`src/rtl/booth_mac_pkg.sv`:
```
`timescale 1ns/1ps
package booth_mac_pkg;
  typedef enum logic [1:0] {
    OP_NOP  = 2'b00,
    OP_MUL  = 2'b01,
    OP_LOAD = 2'b10,
    OP_ADD  = 2'b11
  } mac_op_e;
endpackage

```
`src/rtl/booth_mul.sv`:
```
`timescale 1ns/1ps
module booth_mul #(
  parameter int EW = 17
) (
  input  logic [EW-1:0]   mcand,
  input  logic [EW-1:0]   mplier,
  output logic [2*EW-1:0] prod
);
  localparam int NG = (EW + 1) / 2;
  localparam int YW = 2 * NG;
  localparam int PW = 2 * EW;

  logic signed [YW-1:0] y_ext;
  logic [YW:0]          y_pad;
  logic signed [PW-1:0] x_ext;
  logic [PW-1:0]        pp [NG];

  assign y_ext = YW'(signed'(mplier));
  assign y_pad = {y_ext, 1'b0};
  assign x_ext = PW'(signed'(mcand));

  for (genvar g = 0; g < NG; g++) begin : g_pp
    logic [2:0]    trip;
    logic [PW-1:0] digit_val;
    assign trip = y_pad[2*g+2 : 2*g];
    always_comb begin
      case (trip)
        3'b001, 3'b010: digit_val = x_ext;
        3'b011:         digit_val = x_ext <<< 1;
        3'b100:         digit_val = -(x_ext <<< 1);
        3'b101, 3'b110: digit_val = -x_ext;
        default:        digit_val = '0;
      endcase
    end
    assign pp[g] = digit_val << (2 * g);
  end

  always_comb begin
    prod = '0;
    for (int g = 0; g < NG; g++) prod = prod + pp[g];
  end
endmodule

```
`src/rtl/acc_bank.sv`:
```
`timescale 1ns/1ps
module acc_bank #(
  parameter int DW   = 16,
  parameter int NACC = 32,
  localparam int AW  = $clog2(NACC)
) (
  input  logic          clk,
  input  logic          rst_n,
  input  logic          we,
  input  logic [AW-1:0] wsel,
  input  logic [DW-1:0] wdata,
  input  logic [AW-1:0] sel_a,
  input  logic [AW-1:0] sel_b,
  output logic [DW-1:0] data_a,
  output logic [DW-1:0] data_b
);
  logic [DW-1:0] entry [NACC];

  for (genvar i = 0; i < NACC; i++) begin : g_ent
    always_ff @(posedge clk or negedge rst_n) begin
      if (!rst_n)                         entry[i] <= '0;
      else if (we && wsel == AW'(i))      entry[i] <= wdata;
    end
  end

  assign data_a = entry[sel_a];
  assign data_b = entry[sel_b];
endmodule

```
`src/rtl/booth_mac.sv`:
```
`timescale 1ns/1ps
module booth_mac
  import booth_mac_pkg::*;
#(
  parameter int DW   = 16,
  parameter int NACC = 32,
  localparam int AW  = $clog2(NACC),
  localparam int EW  = DW + 1,
  localparam int PW  = 2 * EW
) (
  input  logic          clk,
  input  logic          rst_n,
  input  logic          mr_wr,
  input  logic [DW-1:0] mr_wdata,
  input  logic          md_wr,
  input  logic [DW-1:0] md_wdata,
  input  logic [1:0]    op,
  input  logic          mr_signed,
  input  logic          md_signed,
  input  logic [AW-1:0] acc_sel,
  input  logic [AW-1:0] rd_sel,
  output logic [DW-1:0] rd_data,
  output logic [DW-1:0] ph_q,
  output logic [DW-1:0] mr_q
);
  mac_op_e       cmd;
  logic [DW-1:0] md_q;
  logic [EW-1:0] mr_ext, md_ext;
  logic [PW-1:0] prod;
  logic [DW-1:0] prod_lo, prod_hi;
  logic [DW-1:0] acc_cur, alu_out;
  logic          acc_we;

  assign cmd = mac_op_e'(op);

  always_ff @(posedge clk or negedge rst_n) begin
    if (!rst_n) begin
      mr_q <= '0;
      md_q <= '0;
    end else begin
      if (mr_wr) mr_q <= mr_wdata;
      if (md_wr) md_q <= md_wdata;
    end
  end

  assign mr_ext = {mr_signed & mr_q[DW-1], mr_q};
  assign md_ext = {md_signed & md_q[DW-1], md_q};

  booth_mul #(.EW(EW)) u_mul (
    .mcand (md_ext),
    .mplier(mr_ext),
    .prod  (prod)
  );

  assign prod_lo = prod[DW-1:0];
  assign prod_hi = prod[2*DW-1:DW];

  always_ff @(posedge clk or negedge rst_n) begin
    if (!rst_n)              ph_q <= '0;
    else if (cmd != OP_NOP)  ph_q <= prod_hi;
  end

  always_comb begin
    acc_we  = 1'b0;
    alu_out = prod_lo;
    case (cmd)
      OP_LOAD: acc_we = 1'b1;
      OP_ADD: begin
        acc_we  = 1'b1;
        alu_out = acc_cur + prod_lo;
      end
      default: ;
    endcase
  end

  acc_bank #(.DW(DW), .NACC(NACC)) u_acc (
    .clk   (clk),
    .rst_n (rst_n),
    .we    (acc_we),
    .wsel  (acc_sel),
    .wdata (alu_out),
    .sel_a (acc_sel),
    .sel_b (rd_sel),
    .data_a(acc_cur),
    .data_b(rd_data)
  );
endmodule

```
`config.mk`:
```
export PLATFORM = sky130hd
export DESIGN_NAME = booth_mac
export DESIGN_NICKNAME = d
export VERILOG_FILES = /design/src/rtl/booth_mac_pkg.sv /design/src/rtl/booth_mul.sv /design/src/rtl/acc_bank.sv /design/src/rtl/booth_mac.sv
export SDC_FILE = /design/constraint.sdc
export NUM_CORES = 2
export LEC_CHECK = 0
export ABC_AREA = 1
export BUFFER_PORTS_ARGS = -buffer_cell sky130_fd_sc_hd__buf_4
export CAP_MARGIN = 30
export CORE_ASPECT_RATIO = 1.1
export CORE_UTILIZATION = 45
export CTS_BUF_LIST = sky130_fd_sc_hd__clkbuf_8
export DETAILED_ROUTE_END_ITERATION = 8
export SYNTH_ARGS = -nofsm -noshare
export SYNTH_HDL_FRONTEND = slang
export SYNTH_SLANG_ARGS = --single-unit
```
`constraint.sdc`:
```
create_clock -name clk -period 16.7 [get_ports clk]
set_clock_uncertainty 0.1 [all_clocks]
set_input_delay 0 -clock clk [delete_from_list [all_inputs] [get_ports clk]]
set_output_delay 0 -clock clk [all_outputs]
set_load 0.1 [all_outputs]
```
==> results.cfg <==
[run_status]
outcome = complete, no violations

[timing]
hold_viol = 0
tightest_slew_ns = 1.078
slew_violations = 0
layout_min_cycle_time_ns = 7.762
whs_ns = 0.09952
fin_crit_sh_pct = 46.48
setup_viol = 0
rsz0062_at_grt = no
fin_setup_tns_ns = 0
max_freq_ghz = 0.1288
relSlewSlack_pct = 27.84

[setup_path]
critPathArrivalTime_ns = 8.30
critPathMaxStageDelay_ns = 0.56
reg2regPathDepth = 37
regToRegStartpoint = md_q[0]$_DFFE_PN0P_
required_ns = 17.24
start_kind = flip-flop
cp_slowest_cell = fa_1
timing.rr.end = u_acc.entry[479]$_DFFE_PN0P_
critical_path_class = flip-flop to flip-flop
critPathLaunch = md_q[0]$_DFFE_PN0P_
path_common_cell = nand2_1
r2r_slack_ns = 8.94
path_max_fanout = 32
endpoint = u_acc.entry[479]$_DFFE_PN0P_
cp-end-kind = flip-flop

[placed_design]
dp_hpwl_microns = 93630
dpl_cell_area_sq_um = 38590
globalplace.congestion = 0.9882
port_buffers = 97

[route]
routed-via-count = 37840
wire_per_inst_microns = 25.20
drc_errors = 0
ant_nets = 0
met1_length_microns = 58450
routed.top_layer = met4
met3_wirelength_microns = 15070
wirelength_microns = 151100
dr.pass1.iters = 7
via_per_inst = 6.309
drt_iter0_markers = 5342
wl_met2_microns = 68310

[synth]
syn_nets = 5086
syn_area_per_cell_sq_um = 7.703
synth_edf_count = 0
synthTopCellsByArea = dfrtp_1, o21ai_0, nand2_1
ys.flop_type = dfrtp_1
yosys.cell_types.count = 49
yosys.area.top_type = dfrtp_1
seq_area_frac_synth_pct = 37.71
yosysWarnings = 0
syn_inst = 4824
synth_area_sq_um = 37160
synth_top_area_share_pct = 37.71
ys_ff_latch = 560
ys_async_sr_fraction_pct = 100.0

[cts]
clockRootBuffer = clkbuf_8
clk_latency_ns = 0.74
holdBufCountCts = 133
cts_resized = 0
numCtsBuffers = 99
clock-sinks = 560
post_cts_buffers = 0
cts_tree = yes
cts_buffer_depth = 3
clk_pin_slew_ns = 0.07
htree_levels = 3

[pwr]
power_mw = 10.66
p_per_area_nw_per_um2 = 253.7
p_leak_nw = 18.90
max-vdd-ir-drop_v = 0.0004016

[job]
cap_violations = 0

[grt]
grt_max_degree = 117
grt_pass1_vias = 36230
grt-ovfl-total = 0
antenna_found_initial = 1
track_usage_pct = 36.07
grt_first_pass_wirelength_microns = 227400

[floorplan]
coreArea_sq_um = 81750
rows = 110
fp.dieH_microns = 303.4
die_w_microns = 276.0
fp.dieArea_sq_um = 83730
io_pins = 98
start_util_pct = 45.45

[worst_hold_path]
hold_path_class = input pin to flip-flop

[final_layout]
fin_nets = 5128
multiInputGateArea_sq_um = 20290
seq_area_sq_um = 14010
synthToLayoutAreaGrowth_pct = 13.03
drive_gt1_share_pct = 7.970
fillers = 7983
fin_area_sq_um = 42000
==> where the power goes <==
part	total (mW)	switching (mW)	internal [mW]
logic	7.01	4.74	2.27
clock network	1.31	0.612	0.701
registers	2.33	0.414	1.92
==> worst max-delay path, delay by kind of cell (launching register included) <==
kind,cells,cell delay [ns]
fa+ha+maj,8,3.03
simple gates,21,2.56
buf+inv,4,0.81
compound gates,3,0.54
flops,1,0.50
xor+xnor,1,0.11
==> cell usage in the layout (no fill, tap or decap), types with 13 or more instances in the layout <==
cell	n
clkinv_1	24
inv_1	369
fa_1	146
xor2_1	19
o22ai_1	317
dfrtp_1	560
o221ai_1	128
buf_4	157
a22oi_1	25
clkbuf_8	126
nand4_1	28
o21ai_0	905
inv_2	35
nor2_1	439
o21ai_1	30
a21oi_1	163
o22a_1	13
a31oi_1	19
a32oi_1	15
dlygate4sd3_1	132
nand2_1	872
nand3_1	139
ha_1	66
a221oi_1	41
a211oi_1	14
==> worst min-delay path by stage <==
| stage | slack [ns] | endpoint | startpoint | cells after the start |
|---|---|---|---|---|
| global route | 0.15 | mr_q[1]$_DFFE_PN0P_ | mr_wr | 3 |
| floorplan | -0.40 | md_q[0]$_DFFE_PN0P_ | rst_n | 0 |
| global placement | 0.002 | u_acc.entry[197]$_DFFE_PN0P_ | rst_n | 1 |
| detailed placement | 0.01 | u_acc.entry[213]$_DFFE_PN0P_ | rst_n | 1 |
| finish | 0.1 | u_acc.entry[79]$_DFFE_PN0P_ | acc_sel[3] | 7 |
| CTS | 0.04 | mr_q[1]$_DFFE_PN0P_ | mr_wr | 3 |
==> Yosys cell counts, types with 31 or more instances <==
library cell	number
o21ai_1	31
inv_1	342
nand3_1	139
clkbuf_1	311
dfrtp_1	560
o22ai_1	317
o221ai_1	128
a21oi_1	164
a221oi_1	41
fa_1	146
ha_1	66
inv_2	37
nor2_1	444
nand2_1	872
o21ai_0	915
==> sequential cells by signal, summed over array words and instances, names as in the netlist <==
| register | flops |
|---|---|
| u_acc.entry | 512 |
| md_q | 16 |
| mr_q | 16 |
| ph_q | 16 |
==> per-layer routing <==
layer / up-vias / GRT usage [%]
met5: - / 0
met4: 0 / 20.79
met3: 540 / 6.707
met2: 2299 / 56.71
met1: 18200 / 46.58
li1: 16800 / -
==> per-stage QoR <==
step / setup WS [ns] / cells / utilization, %
final: 8.938 / 5998 / 51.37
after global routing: 8.386 / 5998 / 51.37
after CTS: 9.019 / 5992 / 51.26
after detailed placement: 9.084 / 5693 / 47.21
after global placement: 9.185 / 5684 / 46.99
after floorplan: 10.05 / 4824 / -
==> area by class of cell <==
cell class                 count  area share, %
antenna                        3        0.01787
clock buffer                 126          4.129
multi-input combinational   3495          48.32
sequential                   560          33.37
inverter                     404          3.643
timing repair buffer         306          6.801
clock inverter                40         0.5541
tap                         1064          3.170
==> logic make-up (layout without fill, tap and decap cells) <==
| logic type | after synthesis | after routing | share of synthesized area [%] |
|---|---|---|---|
| AND/OR/NAND/NOR | 1519 | 1519 | 16.24 |
| other | 0 | 3 | 0 |
| multiplexers | 1 | 1 | 0.02694 |
| AO/OA/AOI/OAI | 1732 | 1732 | 27.21 |
| XOR/XNOR | 31 | 31 | 0.7307 |
| adder cells (fa/ha/maj) | 212 | 212 | 10.09 |
| flip-flops | 560 | 560 | 37.71 |
| buffers and inverters | 769 | 876 | 7.984 |
Power figures use the tool's default switching activity.
